File: src/rtl/trap_pkg.sv
package trap_pkg;
  localparam int CODE_W = 5;
  localparam int IRQ_N  = 12;

  localparam logic [1:0] PRIV_U = 2'b00;
  localparam logic [1:0] PRIV_S = 2'b01;
  localparam logic [1:0] PRIV_M = 2'b11;

  localparam int IRQ_SSI = 1;
  localparam int IRQ_MSI = 3;
  localparam int IRQ_STI = 5;
  localparam int IRQ_MTI = 7;
  localparam int IRQ_SEI = 9;
  localparam int IRQ_MEI = 11;

  localparam logic [11:0] A_MSTATUS = 12'h300;
  localparam logic [11:0] A_MEDELEG = 12'h302;
  localparam logic [11:0] A_MIDELEG = 12'h303;
  localparam logic [11:0] A_MIE     = 12'h304;
  localparam logic [11:0] A_MTVEC   = 12'h305;
  localparam logic [11:0] A_MEPC    = 12'h341;
  localparam logic [11:0] A_MCAUSE  = 12'h342;
  localparam logic [11:0] A_MTVAL   = 12'h343;
  localparam logic [11:0] A_MIP     = 12'h344;
  localparam logic [11:0] A_SSTATUS = 12'h100;
  localparam logic [11:0] A_SIE     = 12'h104;
  localparam logic [11:0] A_STVEC   = 12'h105;
  localparam logic [11:0] A_SEPC    = 12'h141;
  localparam logic [11:0] A_SCAUSE  = 12'h142;
  localparam logic [11:0] A_STVAL   = 12'h143;
  localparam logic [11:0] A_SIP     = 12'h144;

  // strobes from the decision logic to the register datapath
  typedef struct packed {
    logic              toM;
    logic              toS;
    logic              isIrq;
    logic [CODE_W-1:0] code;
    logic              doMret;
    logic              doSret;
    logic              csrWr;
  } trap_strobe_t;
endpackage

File: src/rtl/trap_decide.sv
module trap_decide
  import trap_pkg::*;
#(
  parameter int EXC_N = 16
) (
  input  logic              excValid,
  input  logic [CODE_W-1:0] excCause,
  input  logic [1:0]        curPriv,
  input  logic              mretValid,
  input  logic              sretValid,
  input  logic              csrWe,
  input  logic              gMie,
  input  logic              gSie,
  input  logic [IRQ_N-1:0]  pendEn,
  input  logic [IRQ_N-1:0]  midelegQ,
  input  logic [EXC_N-1:0]  medelegQ,
  output trap_strobe_t      strobe
);
  localparam int NO_RANK = 6;

  function automatic int rankOf(input int code);
    case (code)
      IRQ_MEI: rankOf = 0;
      IRQ_MSI: rankOf = 1;
      IRQ_MTI: rankOf = 2;
      IRQ_SEI: rankOf = 3;
      IRQ_SSI: rankOf = 4;
      IRQ_STI: rankOf = 5;
      default: rankOf = NO_RANK;
    endcase
  endfunction

  logic mGate, sGate;
  logic [IRQ_N-1:0] mTake, sTake, cand;
  logic irqHit, irqToS, excDeleg, trapNow, routeS;
  logic [CODE_W-1:0] irqCode;
  int best;

  assign mGate = (curPriv != PRIV_M) || gMie;
  assign sGate = (curPriv == PRIV_U) || ((curPriv == PRIV_S) && gSie);
  assign mTake = pendEn & ~midelegQ & {IRQ_N{mGate}};
  assign sTake = pendEn & midelegQ & {IRQ_N{sGate}};
  assign cand  = mTake | sTake;

  always_comb begin
    best    = NO_RANK;
    irqHit  = 1'b0;
    irqToS  = 1'b0;
    irqCode = '0;
    for (int k = 0; k < IRQ_N; k++) begin
      if (cand[k] && (rankOf(k) < best)) begin
        best    = rankOf(k);
        irqHit  = 1'b1;
        irqCode = CODE_W'(k);
        irqToS  = sTake[k];
      end
    end
  end

  always_comb begin
    excDeleg = 1'b0;
    for (int k = 0; k < EXC_N; k++) begin
      if (excCause == CODE_W'(k)) excDeleg = medelegQ[k];
    end
  end

  assign trapNow = excValid | irqHit;
  assign routeS  = excValid ? (excDeleg && (curPriv != PRIV_M)) : irqToS;

  always_comb begin
    strobe.toM    = trapNow & ~routeS;
    strobe.toS    = trapNow & routeS;
    strobe.isIrq  = ~excValid & irqHit;
    strobe.code   = excValid ? excCause : irqCode;
    strobe.doMret = ~trapNow & mretValid;
    strobe.doSret = ~trapNow & ~mretValid & sretValid;
    strobe.csrWr  = csrWe & ~trapNow & ~mretValid & ~sretValid;
  end
endmodule

File: src/rtl/trap_csr_dp.sv
module trap_csr_dp
  import trap_pkg::*;
#(
  parameter int XLEN  = 32,
  parameter int EXC_N = 16
) (
  input  logic             clk,
  input  logic             rstN,
  input  trap_strobe_t     strobe,
  input  logic [XLEN-1:0]  pc,
  input  logic [XLEN-1:0]  excTval,
  input  logic [1:0]       curPriv,
  input  logic             irqMext,
  input  logic             irqMtimer,
  input  logic             irqSext,
  input  logic             irqStimer,
  input  logic [11:0]      csrAddr,
  input  logic [XLEN-1:0]  csrWdata,
  output logic [XLEN-1:0]  csrRdata,
  output logic             redirectValid,
  output logic [XLEN-1:0]  redirectPc,
  output logic [1:0]       newPriv,
  output logic             gMie,
  output logic             gSie,
  output logic [IRQ_N-1:0] pendEn,
  output logic [IRQ_N-1:0] midelegQ,
  output logic [EXC_N-1:0] medelegQ
);
  localparam logic [IRQ_N-1:0] IRQ_IMPL   = 12'hAAA;
  localparam logic [IRQ_N-1:0] IRQ_DELEGS = 12'h222;
  localparam logic [EXC_N-1:0] EXC_DELEGS = ~(EXC_N'(1) << 11);
  localparam logic [XLEN-1:0]  S_VIEW     = XLEN'(32'h122);

  logic mieQ, sieQ, mpieQ, spieQ, sppQ, msipQ, ssipQ;
  logic [1:0] mppQ;
  logic [IRQ_N-1:0] irqEnQ, ipVec;
  logic [XLEN-1:0] mtvecQ, stvecQ, mepcQ, sepcQ, mcauseQ, scauseQ, mtvalQ, stvalQ;
  logic [XLEN-1:0] statusV, causeV, tvecSel, vecBase, trapPc, tvalV;
  logic enter;

  always_comb begin
    ipVec          = '0;
    ipVec[IRQ_MEI] = irqMext;
    ipVec[IRQ_MTI] = irqMtimer;
    ipVec[IRQ_SEI] = irqSext;
    ipVec[IRQ_STI] = irqStimer;
    ipVec[IRQ_MSI] = msipQ;
    ipVec[IRQ_SSI] = ssipQ;
  end
  assign pendEn = ipVec & irqEnQ;
  assign gMie   = mieQ;
  assign gSie   = sieQ;

  always_comb begin
    statusV        = '0;
    statusV[1]     = sieQ;
    statusV[3]     = mieQ;
    statusV[5]     = spieQ;
    statusV[7]     = mpieQ;
    statusV[8]     = sppQ;
    statusV[12:11] = mppQ;
  end

  always_comb begin
    causeV                 = '0;
    causeV[XLEN-1]         = strobe.isIrq;
    causeV[CODE_W-1:0]     = strobe.code;
  end

  // target vector
  assign enter   = strobe.toM | strobe.toS;
  assign tvecSel = strobe.toS ? stvecQ : mtvecQ;
  assign vecBase = {tvecSel[XLEN-1:2], 2'b00};
  assign trapPc  = (tvecSel[0] && strobe.isIrq) ? vecBase + (XLEN'(strobe.code) << 2) : vecBase;
  assign tvalV   = strobe.isIrq ? '0 : excTval;

  assign redirectValid = enter | strobe.doMret | strobe.doSret;
  always_comb begin
    if (enter)              redirectPc = trapPc;
    else if (strobe.doMret) redirectPc = mepcQ;
    else                    redirectPc = sepcQ;
  end
  always_comb begin
    if (strobe.toM)         newPriv = PRIV_M;
    else if (strobe.toS)    newPriv = PRIV_S;
    else if (strobe.doMret) newPriv = mppQ;
    else if (strobe.doSret) newPriv = {1'b0, sppQ};
    else                    newPriv = curPriv;
  end

  always_comb begin
    case (csrAddr)
      A_MSTATUS: csrRdata = statusV;
      A_SSTATUS: csrRdata = statusV & S_VIEW;
      A_MIE:     csrRdata = XLEN'(irqEnQ);
      A_SIE:     csrRdata = XLEN'(irqEnQ & midelegQ);
      A_MIP:     csrRdata = XLEN'(ipVec);
      A_SIP:     csrRdata = XLEN'(ipVec & midelegQ);
      A_MTVEC:   csrRdata = mtvecQ;
      A_STVEC:   csrRdata = stvecQ;
      A_MEPC:    csrRdata = mepcQ;
      A_SEPC:    csrRdata = sepcQ;
      A_MCAUSE:  csrRdata = mcauseQ;
      A_SCAUSE:  csrRdata = scauseQ;
      A_MTVAL:   csrRdata = mtvalQ;
      A_STVAL:   csrRdata = stvalQ;
      A_MIDELEG: csrRdata = XLEN'(midelegQ);
      A_MEDELEG: csrRdata = XLEN'(medelegQ);
      default:   csrRdata = '0;
    endcase
  end

  always_ff @(posedge clk) begin
    if (!rstN) begin
      {mieQ, sieQ, mpieQ, spieQ, sppQ, msipQ, ssipQ} <= '0;
      mppQ     <= PRIV_U;
      irqEnQ   <= '0;
      midelegQ <= '0;
      medelegQ <= '0;
      mtvecQ   <= '0;
      stvecQ   <= '0;
      mepcQ    <= '0;
      sepcQ    <= '0;
      mcauseQ  <= '0;
      scauseQ  <= '0;
      mtvalQ   <= '0;
      stvalQ   <= '0;
    end else if (strobe.toM) begin
      mepcQ   <= pc;
      mcauseQ <= causeV;
      mtvalQ  <= tvalV;
      mpieQ   <= mieQ;
      mieQ    <= 1'b0;
      mppQ    <= curPriv;
    end else if (strobe.toS) begin
      sepcQ   <= pc;
      scauseQ <= causeV;
      stvalQ  <= tvalV;
      spieQ   <= sieQ;
      sieQ    <= 1'b0;
      sppQ    <= (curPriv == PRIV_S);
    end else if (strobe.doMret) begin
      mieQ  <= mpieQ;
      mpieQ <= 1'b1;
      mppQ  <= PRIV_U;
    end else if (strobe.doSret) begin
      sieQ  <= spieQ;
      spieQ <= 1'b1;
      sppQ  <= 1'b0;
    end else if (strobe.csrWr) begin
      case (csrAddr)
        A_MSTATUS: begin
          sieQ  <= csrWdata[1];
          mieQ  <= csrWdata[3];
          spieQ <= csrWdata[5];
          mpieQ <= csrWdata[7];
          sppQ  <= csrWdata[8];
          mppQ  <= (csrWdata[12:11] == 2'b10) ? PRIV_U : csrWdata[12:11];
        end
        A_SSTATUS: begin
          sieQ  <= csrWdata[1];
          spieQ <= csrWdata[5];
          sppQ  <= csrWdata[8];
        end
        A_MIE:     irqEnQ <= csrWdata[IRQ_N-1:0] & IRQ_IMPL;
        A_SIE:     irqEnQ <= (irqEnQ & ~midelegQ) | (csrWdata[IRQ_N-1:0] & midelegQ);
        A_MIP: begin
          msipQ <= csrWdata[IRQ_MSI];
          ssipQ <= csrWdata[IRQ_SSI];
        end
        A_SIP:     if (midelegQ[IRQ_SSI]) ssipQ <= csrWdata[IRQ_SSI];
        A_MTVEC:   mtvecQ <= {csrWdata[XLEN-1:2], 1'b0, csrWdata[0]};
        A_STVEC:   stvecQ <= {csrWdata[XLEN-1:2], 1'b0, csrWdata[0]};
        A_MEPC:    mepcQ <= csrWdata;
        A_SEPC:    sepcQ <= csrWdata;
        A_MCAUSE:  mcauseQ <= csrWdata;
        A_SCAUSE:  scauseQ <= csrWdata;
        A_MTVAL:   mtvalQ <= csrWdata;
        A_STVAL:   stvalQ <= csrWdata;
        A_MIDELEG: midelegQ <= csrWdata[IRQ_N-1:0] & IRQ_DELEGS;
        A_MEDELEG: medelegQ <= csrWdata[EXC_N-1:0] & EXC_DELEGS;
        default: ;
      endcase
    end
  end
endmodule

File: src/rtl/hart_trap_unit.sv
module hart_trap_unit
  import trap_pkg::*;
#(
  parameter int XLEN  = 32,
  parameter int EXC_N = 16
) (
  input  logic              clk,
  input  logic              rstN,
  input  logic              excValid,
  input  logic [CODE_W-1:0] excCause,
  input  logic [XLEN-1:0]   excTval,
  input  logic              irqMext,
  input  logic              irqMtimer,
  input  logic              irqSext,
  input  logic              irqStimer,
  input  logic [XLEN-1:0]   pc,
  input  logic [1:0]        curPriv,
  input  logic              mretValid,
  input  logic              sretValid,
  input  logic              csrWe,
  input  logic [11:0]       csrAddr,
  input  logic [XLEN-1:0]   csrWdata,
  output logic [XLEN-1:0]   csrRdata,
  output logic              redirectValid,
  output logic [XLEN-1:0]   redirectPc,
  output logic [1:0]        newPriv
);
  trap_strobe_t     strobe;
  logic             gMie, gSie;
  logic [IRQ_N-1:0] pendEn, midelegQ;
  logic [EXC_N-1:0] medelegQ;

  trap_decide #(.EXC_N(EXC_N)) i_decide (
    .excValid(excValid), .excCause(excCause), .curPriv(curPriv),
    .mretValid(mretValid), .sretValid(sretValid), .csrWe(csrWe),
    .gMie(gMie), .gSie(gSie), .pendEn(pendEn),
    .midelegQ(midelegQ), .medelegQ(medelegQ), .strobe(strobe)
  );

  trap_csr_dp #(.XLEN(XLEN), .EXC_N(EXC_N)) i_dp (
    .clk(clk), .rstN(rstN), .strobe(strobe), .pc(pc), .excTval(excTval),
    .curPriv(curPriv), .irqMext(irqMext), .irqMtimer(irqMtimer),
    .irqSext(irqSext), .irqStimer(irqStimer), .csrAddr(csrAddr),
    .csrWdata(csrWdata), .csrRdata(csrRdata), .redirectValid(redirectValid),
    .redirectPc(redirectPc), .newPriv(newPriv), .gMie(gMie), .gSie(gSie),
    .pendEn(pendEn), .midelegQ(midelegQ), .medelegQ(medelegQ)
  );
endmodule

File: config.mk
export PLATFORM = sky130hd
export DESIGN_NAME = hart_trap_unit
export DESIGN_NICKNAME = d
export VERILOG_FILES = /design/src/rtl/trap_pkg.sv /design/src/rtl/trap_decide.sv /design/src/rtl/trap_csr_dp.sv /design/src/rtl/hart_trap_unit.sv
export SDC_FILE = /design/constraint.sdc
export NUM_CORES = 1
export LEC_CHECK = 0
export BUFFER_PORTS_ARGS = -buffer_cell sky130_fd_sc_hd__buf_2
export CORE_MARGIN = 3
export CORE_UTILIZATION = 45
export CTS_CLUSTER_SIZE = 10
export DETAILED_ROUTE_END_ITERATION = 16
export GPL_TIMING_DRIVEN = 0
export PLACE_DENSITY = 0.65
export SKIP_LAST_GASP = 1
export SLEW_MARGIN = 20
export SYNTH_ARGS = -nofsm -noshare
export SYNTH_HDL_FRONTEND = slang
export SYNTH_HIERARCHICAL = 1
export SYNTH_SLANG_ARGS = --single-unit
File: constraint.sdc
create_clock -name clk -period 13.5 [get_ports clk]
set_input_delay 2.025 -clock clk [delete_from_list [all_inputs] [get_ports clk]]
set_output_delay 2.025 -clock clk [all_outputs]
set_load 0.1 [all_outputs]
==> metrics <==
Hold Worst Slack=0.4534 ns; antenna-violating nets left=0; placed cell count=2766; iteration count of the initial detailed-routing pass=9; vias=18370; Chip Width=198.4 µm; Synth Cell Area=16660 µm²; peak supply drop=0.06864 mV; Sink Count=between 200 and 300; remaining design rule violation count=0; data arrival time of the worst path=9.18 ns; multi-input combinational cell area=just over 10000 µm²; clock tree from TritonCTS=built; Synth Instances=2122; number of antenna violations at the first check in global routing=0; Total Die Area=just under 40000 µm²; count of synthesis-stage warnings from yosys=6; total number of placement rows=69; longest individual stage delay on the worst path=0.72 ns; Area growth, synth to finish=15.38%; number of buffer and inverter instances along the worst setup path=8; Power, Total=approximately 2.1 mW; final number of setup-violating endpoints=0; number of buffers on the longest clock path=3; data required time of the critical path=between 10 and 15 ns; die extent in y=198.4 µm; total area of sequential cells=approximately 5700 µm²; pin count of the biggest net entering global routing=12; layout cell share with drive strength beyond 1=0.1481; maximum clock skew at final layout=0.01785 ns; CP Launch Type=primary input; peak fanout along the critical path=10; Resized cells post-CTS=0; number of antenna cells inserted=0; slew margin rel.=0.1430; number of max-cap violations=0; GRT Total Usage=0.3852; Highest Clock Rate=approximately 89 MHz; run status=finished, final reports clean; CTS Hold Buffers Added=0; accumulated negative setup slack=0 ns; Crit-path slowest cell=sky130_fd_sc_hd__o21ai_0; critical path start-end classification=in2out; Final Routed Wirelength=78980 µm; mean post-synth cell area=7.849 µm²; leftover overflow at the end of global routing=0; CTS Buf Count=36; final weighted congestion in routability-driven placement=approximately 1.1; I/O pin count=between 150 and 200; Post-CTS Setup Repair Bufs=0; worst path cell trace=buf_2, buf_2, nand3b_2, and2_4, a32oi_2, a41oi_1, nor4_1, buf_2, buf_2, buf_2, buf_2, buf_2, mux2_2, ha_1, nand2_1, o21ai_0, nand4_1, a2111oi_0, xor2_1, o21ai_0, buf_2; sort of element at the end of the critical path=output port; share of the cycle needed by the critical path after routing=0.8300; total core area=36000 µm²; Leakage=between 7 and 8 nW; number of nets in the final layout=2474; unrepaired setup endpoints after global routing=false; Finished Layout Cells=2818; via count of the first global-routing pass=17440; IO buf count=~180; final critical delay including setup and external delays=11.20 ns; Root Buffer=sky130_fd_sc_hd__clkbuf_16; routed wirelength normalized by instance count=28.03 µm; transition at the pin with the smallest max-transition slack=1.285 ns; Filler Cells Inserted=3540; crit-path leading delay family=buffers and inverters; worst hold path class=reg2reg; via density per instance=6.517; initial standard-cell utilization of the core=0.4627; power density cells=111.4 nW/µm²; initial detailed-routing violation count=2191; clock insertion delay at the later pin of the skew report=0.54 ns; cell type with the highest occurrence count on the critical path=sky130_fd_sc_hd__buf_2; number of hold violations in the final report=0; H-tree levels=2; half-perimeter wire length after detailed placement=61820 µm; Reg clk slew, reported paths=0.05 ns; final core area utilization=0.5338; fin. max-slew vios=0; wire length of the first global-routing pass=~110000 µm
==> layout make-up <==
class / count / share of cell area
multi-input cells: 1640 / 0.5253
flip-flops and latches: 287 / 0.2990
clock buffers: 46 / 0.05039
repair buffers: 180 / 0.04701
plain buffers: 181 / 0.04056
well taps: 461 / 0.03001
clock inverters: 6 / 0.004427
inverters: 17 / 0.003320
==> metrics by stage <==
stage	instance area (µm²)	setup WS [ns]
4_1_cts	19220	2.524
6_report	19220	2.296
2_1_floorplan	16670	3.145
3_3_place_gp	18140	2.512
5_1_grt	19220	1.943
3_5_place_dp	18160	2.598
==> cell usage in the layout, fill, tap and decap left out, types with 7 or more instances in the layout <==
cell type,n
sky130_fd_sc_hd__nand2_1,504
sky130_fd_sc_hd__dfxtp_1,287
sky130_fd_sc_hd__buf_2,226
sky130_fd_sc_hd__a21oi_1,158
sky130_fd_sc_hd__clkbuf_1,120
sky130_fd_sc_hd__o21ai_0,119
sky130_fd_sc_hd__a21boi_0,104
sky130_fd_sc_hd__mux2i_1,104
sky130_fd_sc_hd__nor2b_1,80
sky130_fd_sc_hd__o211a_1,72
sky130_fd_sc_hd__nand3_1,63
sky130_fd_sc_hd__nor2_1,46
sky130_fd_sc_hd__mux2_2,43
sky130_fd_sc_hd__a31oi_1,40
sky130_fd_sc_hd__clkbuf_16,36
sky130_fd_sc_hd__a222oi_1,36
sky130_fd_sc_hd__and2_1,25
sky130_fd_sc_hd__a211oi_1,18
sky130_fd_sc_hd__a22oi_1,17
sky130_fd_sc_hd__inv_1,15
sky130_fd_sc_hd__xnor2_1,14
sky130_fd_sc_hd__xor2_1,14
sky130_fd_sc_hd__a221oi_1,13
sky130_fd_sc_hd__nor3_1,12
sky130_fd_sc_hd__nand3b_1,11
sky130_fd_sc_hd__buf_1,11
sky130_fd_sc_hd__buf_4,10
sky130_fd_sc_hd__nand4_1,10
sky130_fd_sc_hd__a21boi_1,9
sky130_fd_sc_hd__o211ai_1,7
==> sequential cells by signal, summed over array words and instances, names as in the netlist, 3 cells and up <==
register       count
i_dp/mcauseQ      32
i_dp/scauseQ      32
i_dp/sepcQ        32
i_dp/mtvecQ       31
i_dp/mepcQ        32
i_dp/midelegQ      3
i_dp/mtvalQ       32
i_dp/stvecQ       31
i_dp/medelegQ     15
i_dp/stvalQ       32
i_dp/irqEnQ        6
==> per-layer routing <==
metal | share of wire | global-route usage | up-vias
li1 | - | - | 8049
met1 | 0.38 | 0.4895 | 8751
met2 | 0.43 | 0.6031 | 1257
met3 | 0.097 | 0.05860 | 309
met4 | 0.086 | 0.2666 | 0
met5 | 0 | 0 | -
==> worst min-delay path: stages, from the launching register on <==
cell                       delay [ns]
sky130_fd_sc_hd__dfxtp_1         0.31
sky130_fd_sc_hd__nand2_1         0.05
sky130_fd_sc_hd__a21boi_1        0.05
==> final timing paths <==
path | start | endpoint | slack (ns) | cells after the start
setup reg to reg | i_dp/gMie$_SDFFE_PP0P_ | i_dp/stvalQ[1]$_SDFFE_PN0P_ | 8.13 | 14
setup / recovery | curPriv[1] | redirectPc[27] | 2.30 | 21
hold reg to reg | i_dp/scauseQ[23]$_SDFFE_PN0P_ | i_dp/scauseQ[23]$_SDFFE_PN0P_ | 0.45 | 2
hold / removal | i_dp/scauseQ[23]$_SDFFE_PN0P_ | i_dp/scauseQ[23]$_SDFFE_PN0P_ | 0.45 | 2
==> power breakdown <==
group / total [mW] / switching, mW / leakage, nW / internal [mW]
sequential: 0.905 / 0.0259 / 2.34 / 0.880
combinational: 0.330 / 0.238 / 4.86 / 0.0915
clock: 0.907 / 0.384 / 0.517 / 0.523
Power figures use the tool's default switching activity.
